<file path="src/rtl/acpi_pm_pkg.sv">
package acpi_pm_pkg;
  localparam int unsigned REG_W = 16;

  // event status / enable bit positions (decoded by system software)
  localparam logic [REG_W-1:0] EV_TMR = 16'h0001;
  localparam logic [REG_W-1:0] EV_BM  = 16'h0010;
  localparam logic [REG_W-1:0] EV_GBL = 16'h0020;
  localparam logic [REG_W-1:0] EV_PWR = 16'h0100;
  localparam logic [REG_W-1:0] EV_SLP = 16'h0200;
  localparam logic [REG_W-1:0] EV_RTC = 16'h0400;
  localparam logic [REG_W-1:0] EV_WAK = 16'h8000;

  localparam logic [REG_W-1:0] EV_CLR_MASK = EV_WAK | EV_RTC | EV_SLP | EV_PWR | EV_BM;
  localparam logic [REG_W-1:0] EN_KEEP     = EV_RTC | EV_PWR | EV_GBL;
  localparam logic [REG_W-1:0] IRQ_PAIRS   = EV_TMR | EV_GBL | EV_PWR | EV_SLP | EV_RTC;

  // power control register layout
  localparam int unsigned      CTL_MODE_BIT  = 0;
  localparam int unsigned      CTL_SLPEN_BIT = 13;
  localparam int unsigned      CTL_TYPE_LSB  = 10;
  localparam logic [REG_W-1:0] CTL_FORCE0    = 16'hE003;
  localparam logic [2:0]       SOFTOFF_TYPE  = 3'd5;

  typedef enum logic [2:0] {
    SEL_NONE, SEL_STS, SEL_EN, SEL_CTL, SEL_GSTS, SEL_GEN, SEL_CMD
  } reg_sel_e;

  typedef struct packed {
    logic sts_we;
    logic en_we;
    logic ctl_we;
    logic gsts_we;
    logic gen_we;
    logic cmd_we;
  } wr_strb_t;
endpackage

</file>
<file path="src/rtl/pm_rst_sync.sv">
module pm_rst_sync (
  input  logic clk,
  input  logic rst_n,
  output logic rst_sync_n
);
  logic stage_q;

  always_ff @(posedge clk or negedge rst_n) begin
    if (!rst_n) begin
      stage_q    <= 1'b0;
      rst_sync_n <= 1'b0;
    end else begin
      stage_q    <= 1'b1;
      rst_sync_n <= stage_q;
    end
  end
endmodule

</file>
<file path="src/rtl/pm_io_decode.sv">
module pm_io_decode
  import acpi_pm_pkg::*;
#(
  parameter int unsigned       ADDR_W      = 16,
  parameter logic [ADDR_W-1:0] EVT_BASE    = 16'h0400,
  parameter logic [ADDR_W-1:0] CTL_ADDR    = 16'h0404,
  parameter logic [ADDR_W-1:0] GP_STS_ADDR = 16'h0408,
  parameter logic [ADDR_W-1:0] GP_EN_ADDR  = 16'h0409,
  parameter logic [ADDR_W-1:0] CMD_ADDR    = 16'h00B2
) (
  input  logic [ADDR_W-1:0] io_addr,
  input  logic              io_wr,
  input  logic              io_rd,
  input  logic [1:0]        io_size,
  output reg_sel_e          sel,
  output wr_strb_t          strb,
  output logic              rd_ok,
  output logic              io_err
);
  localparam logic [ADDR_W-1:0] EN_ADDR = EVT_BASE + ADDR_W'(2);

  logic [1:0] need;
  logic       bad;
  logic       wr_go;

  always_comb begin
    if (io_addr == EVT_BASE)         sel = SEL_STS;
    else if (io_addr == EN_ADDR)     sel = SEL_EN;
    else if (io_addr == CTL_ADDR)    sel = SEL_CTL;
    else if (io_addr == GP_STS_ADDR) sel = SEL_GSTS;
    else if (io_addr == GP_EN_ADDR)  sel = SEL_GEN;
    else if (io_addr == CMD_ADDR)    sel = SEL_CMD;
    else                             sel = SEL_NONE;

    case (sel)
      SEL_STS, SEL_EN, SEL_CTL:   need = 2'd2;
      SEL_GSTS, SEL_GEN, SEL_CMD: need = 2'd1;
      default:                    need = 2'd0;
    endcase

    bad    = (sel != SEL_NONE) && ((io_size != need) || (sel == SEL_CMD && io_rd));
    io_err = (io_wr | io_rd) && bad;
    wr_go  = io_wr && (sel != SEL_NONE) && !bad;
    rd_ok  = io_rd && (sel != SEL_NONE) && !bad;

    strb.sts_we  = wr_go && (sel == SEL_STS);
    strb.en_we   = wr_go && (sel == SEL_EN);
    strb.ctl_we  = wr_go && (sel == SEL_CTL);
    strb.gsts_we = wr_go && (sel == SEL_GSTS);
    strb.gen_we  = wr_go && (sel == SEL_GEN);
    strb.cmd_we  = wr_go && (sel == SEL_CMD);
  end
endmodule

</file>
<file path="src/rtl/pm_evt_regs.sv">
module pm_evt_regs
  import acpi_pm_pkg::*;
(
  input  logic             clk,
  input  logic             rst_n,
  input  logic             sts_we,
  input  logic             en_we,
  input  logic [REG_W-1:0] wdata,
  input  logic             pwr_btn,
  output logic [REG_W-1:0] sts_q,
  output logic [REG_W-1:0] en_q
);
  logic [REG_W-1:0] sts_d, en_d;
  logic             sts_ce;

  always_comb begin
    sts_d = sts_q;
    if (sts_we) sts_d = sts_q & ~(wdata & EV_CLR_MASK);
    // a button press outranks a simultaneous clear
    if (pwr_btn) sts_d = sts_d | EV_PWR;
    sts_ce = sts_we | pwr_btn;
    en_d   = wdata & EN_KEEP;
  end

  always_ff @(posedge clk or negedge rst_n) begin
    if (!rst_n) begin
      sts_q <= '0;
      en_q  <= '0;
    end else begin
      if (sts_ce) sts_q <= sts_d;
      if (en_we)  en_q  <= en_d;
    end
  end
endmodule

</file>
<file path="src/rtl/pm_ctl_regs.sv">
module pm_ctl_regs
  import acpi_pm_pkg::*;
#(
  parameter logic [7:0] CMD_ON  = 8'hA0,
  parameter logic [7:0] CMD_OFF = 8'hA1
) (
  input  logic             clk,
  input  logic             rst_n,
  input  logic             ctl_we,
  input  logic             cmd_we,
  input  logic [REG_W-1:0] wdata,
  output logic [REG_W-1:0] ctl_q,
  output logic             soff_q
);
  logic [REG_W-1:0] ctl_d;
  logic             ctl_ce;
  logic             soff_d;

  always_comb begin
    ctl_d  = ctl_q;
    ctl_ce = 1'b0;
    if (ctl_we) begin
      ctl_d = (wdata & ~CTL_FORCE0);
      ctl_d[CTL_MODE_BIT] = ctl_q[CTL_MODE_BIT];
      ctl_ce = 1'b1;
    end else if (cmd_we) begin
      if (wdata[7:0] == CMD_ON) begin
        ctl_d[CTL_MODE_BIT] = 1'b1;
        ctl_ce = 1'b1;
      end else if (wdata[7:0] == CMD_OFF) begin
        ctl_d[CTL_MODE_BIT] = 1'b0;
        ctl_ce = 1'b1;
      end
    end
    soff_d = ctl_we && wdata[CTL_SLPEN_BIT] &&
             (wdata[CTL_TYPE_LSB +: 3] == SOFTOFF_TYPE);
  end

  always_ff @(posedge clk or negedge rst_n) begin
    if (!rst_n) begin
      ctl_q  <= '0;
      soff_q <= 1'b0;
    end else begin
      if (ctl_ce) ctl_q <= ctl_d;
      soff_q <= soff_d;
    end
  end
endmodule

</file>
<file path="src/rtl/pm_gp_regs.sv">
module pm_gp_regs #(
  parameter int unsigned     GP_W     = 8,
  parameter logic [GP_W-1:0] GP_VALID = 8'h0F
) (
  input  logic            clk,
  input  logic            rst_n,
  input  logic            gsts_we,
  input  logic            gen_we,
  input  logic [GP_W-1:0] wdata,
  input  logic [GP_W-1:0] raise,
  output logic [GP_W-1:0] gsts_q,
  output logic [GP_W-1:0] gen_q
);
  logic [GP_W-1:0] gsts_d, gen_d;
  logic            gsts_ce;

  always_comb begin
    gsts_d = gsts_q;
    if (gsts_we) gsts_d = gsts_q & ~(wdata & GP_VALID);
    // raise outranks a simultaneous clear
    gsts_d  = gsts_d | (raise & GP_VALID);
    gsts_ce = gsts_we | (|raise);
    gen_d   = wdata & GP_VALID;
  end

  always_ff @(posedge clk or negedge rst_n) begin
    if (!rst_n) begin
      gsts_q <= '0;
      gen_q  <= '0;
    end else begin
      if (gsts_ce) gsts_q <= gsts_d;
      if (gen_we)  gen_q  <= gen_d;
    end
  end
endmodule

</file>
<file path="src/rtl/pm_irq_gen.sv">
module pm_irq_gen
  import acpi_pm_pkg::*;
#(
  parameter int unsigned GP_W = 8
) (
  input  logic             clk,
  input  logic             rst_n,
  input  logic [REG_W-1:0] sts,
  input  logic [REG_W-1:0] en,
  input  logic [GP_W-1:0]  gsts,
  input  logic [GP_W-1:0]  gen,
  output logic             irq_q
);
  logic [REG_W-1:0] fix_hit;
  logic [GP_W-1:0]  gp_hit;
  logic             pend;

  genvar i;
  generate
    for (i = 0; i < REG_W; i++) begin : g_fix
      assign fix_hit[i] = IRQ_PAIRS[i] & sts[i] & en[i];
    end
    for (i = 0; i < GP_W; i++) begin : g_gp
      assign gp_hit[i] = gsts[i] & gen[i];
    end
  endgenerate

  assign pend = (|fix_hit) | (|gp_hit);

  always_ff @(posedge clk or negedge rst_n) begin
    if (!rst_n) irq_q <= 1'b0;
    else        irq_q <= pend;
  end
endmodule

</file>
<file path="src/rtl/acpi_pm_sci.sv">
module acpi_pm_sci
  import acpi_pm_pkg::*;
#(
  parameter int unsigned       ADDR_W      = 16,
  parameter int unsigned       GP_W        = 8,
  parameter logic [GP_W-1:0]   GP_VALID    = 8'h0F,
  parameter logic [7:0]        CMD_ON      = 8'hA0,
  parameter logic [7:0]        CMD_OFF     = 8'hA1,
  parameter logic [ADDR_W-1:0] EVT_BASE    = 16'h0400,
  parameter logic [ADDR_W-1:0] CTL_ADDR    = 16'h0404,
  parameter logic [ADDR_W-1:0] GP_STS_ADDR = 16'h0408,
  parameter logic [ADDR_W-1:0] GP_EN_ADDR  = 16'h0409,
  parameter logic [ADDR_W-1:0] CMD_ADDR    = 16'h00B2
) (
  input  logic              clk,
  input  logic              rst_n,
  input  logic [ADDR_W-1:0] io_addr,
  input  logic              io_wr,
  input  logic              io_rd,
  input  logic [1:0]        io_size,
  input  logic [REG_W-1:0]  io_wdata,
  output logic [REG_W-1:0]  io_rdata,
  output logic              io_err,
  input  logic              pwr_btn,
  input  logic [GP_W-1:0]   gp_raise,
  output logic              ctl_irq,
  output logic              soff_req
);
  logic             rst_sync_n;
  reg_sel_e         sel;
  wr_strb_t         strb;
  logic             rd_ok;
  logic [REG_W-1:0] evt_sts, evt_en, ctl;
  logic [GP_W-1:0]  gp_sts, gp_en;

  pm_rst_sync u_rst (.clk(clk), .rst_n(rst_n), .rst_sync_n(rst_sync_n));

  pm_io_decode #(
    .ADDR_W(ADDR_W), .EVT_BASE(EVT_BASE), .CTL_ADDR(CTL_ADDR),
    .GP_STS_ADDR(GP_STS_ADDR), .GP_EN_ADDR(GP_EN_ADDR), .CMD_ADDR(CMD_ADDR)
  ) u_dec (
    .io_addr(io_addr), .io_wr(io_wr), .io_rd(io_rd), .io_size(io_size),
    .sel(sel), .strb(strb), .rd_ok(rd_ok), .io_err(io_err)
  );

  pm_evt_regs u_evt (
    .clk(clk), .rst_n(rst_sync_n), .sts_we(strb.sts_we), .en_we(strb.en_we),
    .wdata(io_wdata), .pwr_btn(pwr_btn), .sts_q(evt_sts), .en_q(evt_en)
  );

  pm_ctl_regs #(.CMD_ON(CMD_ON), .CMD_OFF(CMD_OFF)) u_ctl (
    .clk(clk), .rst_n(rst_sync_n), .ctl_we(strb.ctl_we), .cmd_we(strb.cmd_we),
    .wdata(io_wdata), .ctl_q(ctl), .soff_q(soff_req)
  );

  pm_gp_regs #(.GP_W(GP_W), .GP_VALID(GP_VALID)) u_gp (
    .clk(clk), .rst_n(rst_sync_n), .gsts_we(strb.gsts_we), .gen_we(strb.gen_we),
    .wdata(io_wdata[GP_W-1:0]), .raise(gp_raise), .gsts_q(gp_sts), .gen_q(gp_en)
  );

  pm_irq_gen #(.GP_W(GP_W)) u_irq (
    .clk(clk), .rst_n(rst_sync_n), .sts(evt_sts), .en(evt_en),
    .gsts(gp_sts), .gen(gp_en), .irq_q(ctl_irq)
  );

  always_comb begin
    io_rdata = '0;
    if (rd_ok) begin
      case (sel)
        SEL_STS:  io_rdata = evt_sts;
        SEL_EN:   io_rdata = evt_en;
        SEL_CTL:  io_rdata = ctl;
        SEL_GSTS: io_rdata = REG_W'(gp_sts);
        SEL_GEN:  io_rdata = REG_W'(gp_en);
        default:  io_rdata = '0;
      endcase
    end
  end
endmodule

</file>
<file path="config.mk">
export PLATFORM = sky130hd
export DESIGN_NAME = acpi_pm_sci
export DESIGN_NICKNAME = d
export VERILOG_FILES = /design/src/rtl/acpi_pm_pkg.sv /design/src/rtl/pm_rst_sync.sv /design/src/rtl/pm_io_decode.sv /design/src/rtl/pm_evt_regs.sv /design/src/rtl/pm_ctl_regs.sv /design/src/rtl/pm_gp_regs.sv /design/src/rtl/pm_irq_gen.sv /design/src/rtl/acpi_pm_sci.sv
export SDC_FILE = /design/constraint.sdc
export NUM_CORES = 1
export LEC_CHECK = 0
export ABC_AREA = 1
export ABC_CLOCK_PERIOD_IN_PS = 5020
export BUFFER_PORTS_ARGS = -buffer_cell sky130_fd_sc_hd__buf_2
export CAP_MARGIN = 20
export CORE_MARGIN = 4
export CORE_UTILIZATION = 45
export DETAILED_ROUTE_END_ITERATION = 6
export PLACE_DENSITY = 0.85
export SYNTH_ARGS = -nofsm -noshare
export SYNTH_HDL_FRONTEND = slang
export SYNTH_SLANG_ARGS = --single-unit
export TNS_END_PERCENT = 5
</file>
<file path="constraint.sdc">
create_clock -name clk -period 5.02 [get_ports clk]
set_input_delay 0.753 -clock clk [delete_from_list [all_inputs] [get_ports clk]]
set_output_delay 0.753 -clock clk [all_outputs]
set_load 0.005 [all_outputs]
</file>
==> impl_metrics.tcl <==
set metrics [dict create \
    outcome "finished, final reports clean" \
    holdBufCountCts 0 \
    dp_hpwl_um 3370 \
    antenna_found_initial 0 \
    area_growth_pct 20.9 \
    drv_slew 0 \
    ys_warn_count 0 \
    grt_pass1_vias 1694 \
    cts_tree "yes" \
    hold_class "in2async" \
    critical_path_class "in2out" \
    layout_commonest_cell "nand2_1" \
    pin_count 66 \
    cellPowerDensity_nw_per_um2 220 \
    antenna_left 0 \
    synth_top_family_by_area "simple AND/OR/NAND/NOR gates" \
    start_util 0.473 \
    yosys-mux-area-fraction 0 \
    peakVddDrop_uv 171 \
    synthSimpleGateAreaFrac 0.376 \
    row_count 23 \
    p_leak_nw 1.30 \
    port_buffers 58 \
    grt_pass1_wl_um 7440 \
    coreArea_um2 4090 \
    synth_area_um2 1930 \
    syn_inst 265 \
    drc_errors 0 \
    die_height_um 73.6 \
    fin_skew_ps 5.14 \
    nets 373 \
    root_buffer "clkbuf_8" \
    post-route-period-util 0.644 \
    crit_path_max_fanout 11 \
    place_inst 369 \
    drt_iter0_drc 157 \
    cp_slowest_cell "nor2_2" \
    grt_max_degree 31 \
    synth_xor_area_frac 0 \
    antenna_cells 0 \
    clkSlewWorstSetupHoldPaths_ps 60 \
    grt_overflow_total 0 \
    startpoint_type "primary input" \
    postCtsSetupRepairBufs 0 \
    final_cell_area_um2 2340 \
    cts.sinks 32 \
    max_freq_mhz 309 \
    synth_cell_types 29 \
    wl_per_cell_um 11.8 \
    most-common-layout-cells "nand2_1, buf_2, inv_1" \
    numCtsBuffers 5 \
    dieArea_um2 5410 \
    setup_tns_ps 0 \
    vias 1819 \
    hold_viol 0 \
    placed_area_um2 2240 \
    ctsResizeCount 0 \
    post_route_cells_drive_above_1_share 0.288 \
    clk_latency_ps 290 \
    rsz0062_at_grt "false" \
    cp_data_arrival_time_ps 2480 \
    cts_max_level 2 \
    clock_path_buffers 2 \
    ys_seq_area_frac 0.414 \
    wirelength_um 4420 \
    die_w_um 73.6 \
    path_cells "buf_2 -> nor2_1 -> nand2_1 -> nor2_4 -> nand2_1 -> nor2_1 -> buf_4 -> nor2_1 -> nand3_2 -> nand2_1 -> nor2_2 -> inv_2 -> a21oi_1 -> buf_2" \
    end_kind "primary output" \
    setup_viol 0 \
    synth_compound_area_frac 0.0951 \
    syn_area_per_cell_um2 7.30 \
    gp_congestion 0.797 \
    final_cells 376 \
    firstDrtPassIters 4 \
    cap_violations 0 \
    slowest_delay_ps 220 \
    r2r_slack_ps 3950 \
    ys_seq_elements 32 \
    via_per_inst 4.84 \
    period_needed_ps 3230 \
    synthAdderAreaFrac 0 \
    cp.required_ps 4270 \
    grt.total_usage 0.178 \
]
[registers in the layout, indices dropped and copies added, names as in the netlist]
signal and cells:
u_evt.en_q 3, u_gp.gsts_q 4, u_gp.gen_q 4, u_ctl.soff_q 1
u_rst.stage_q 1, u_irq.irq_q 1, u_ctl.ctl_q 12, u_evt.sts_q 5
u_rst.rst_sync_n 1
[layer usage]
layer  global-route usage  up-vias  wire (um)
met5                    0        -          0
met4               0.0543        0         57
met1                0.241      811       1940
li1                     -      947          -
met2                0.284       54       2100
met3               0.0410        7        315
[kinds of logic (layout without fill, tap and decap cells)]
kind of cell / after synthesis / count (layout)
compound gates: 28 / 28
buf+inv: 46 / 106
flops: 32 / 32
other cells: 2 / 3
simple gates: 157 / 157
[final cells by class]
type / instances / area [um^2]
fillers: 401 / 1750
clock buffers: 7 / 96.3
multi-input cells: 188 / 923
repair buffers: 61 / 313
inverters: 38 / 143
flip-flops and latches: 32 / 801
well taps: 50 / 62.6
[final timing paths]
kind,start,end,cells after the start
min in group clk,u_rst.stage_q$_DFF_PN0_,u_rst.rst_sync_n$_DFF_PN0_,0
worst min register to register,u_rst.rst_sync_n$_DFF_PN0_,u_evt.sts_q[8]$_DFFE_PN0P_,1
worst min-delay path,rst_n,u_rst.stage_q$_DFF_PN0_,1
worst max-delay path,io_addr[13],io_rdata[1],14
max in group asynchronous,u_rst.rst_sync_n$_DFF_PN0_,u_ctl.ctl_q[8]$_DFFE_PN0P_,1
worst max register to register,u_evt.sts_q[8]$_DFFE_PN0P_,u_irq.irq_q$_DFF_PN0_,4
[per-stage QoR]
| step | worst slack (ps) | hold slack, ps | power, mW | util |
|---|---|---|---|---|
| after CTS | 1760 | 229 | 0.520 | 0.572 |
| final | 1790 | 237 | 0.514 | 0.572 |
| after global placement | 1750 | 257 | 0.303 | 0.549 |
| after detailed placement | 1770 | 262 | 0.304 | 0.549 |
| after global routing | 1490 | 220 | 0.534 | 0.572 |
| after floorplan | 2240 | 331 | 0.281 | - |
[synthesized netlist by cell type, drive strengths merged]
cell,count,share of area
a21boi,1,0.0039
a21oi,6,0.016
a221oi,1,0.0045
a31oi,4,0.013
buf,7,0.035
clkbuf,1,0.0019
conb,2,0.0039
dfrtp,32,0.41
inv,38,0.074
nand2,92,0.19
nand3,25,0.067
nand3b,1,0.0039
nand4,5,0.024
nor2,31,0.078
nor3,2,0.010
nor4,1,0.0032
o21a,1,0.0039
o21ai,15,0.054
[worst max-delay path, delay by kind of cell]
kind	cells	cell delay (ps)
and+or+nand+nor	9	990
buffers and inverters	4	560
AOI/OAI and AO/OA	1	170
[report_power, final]
| group | total [mW] | switching, mW | internal, mW |
|---|---|---|---|
| registers | 0.259 | 0.000190 | 0.259 |
| logic | 0.0398 | 0.0233 | 0.0165 |
| clock network | 0.215 | 0.0934 | 0.122 |
| total | 0.514 | 0.117 | 0.397 |
Power figures use the tool's default switching activity.
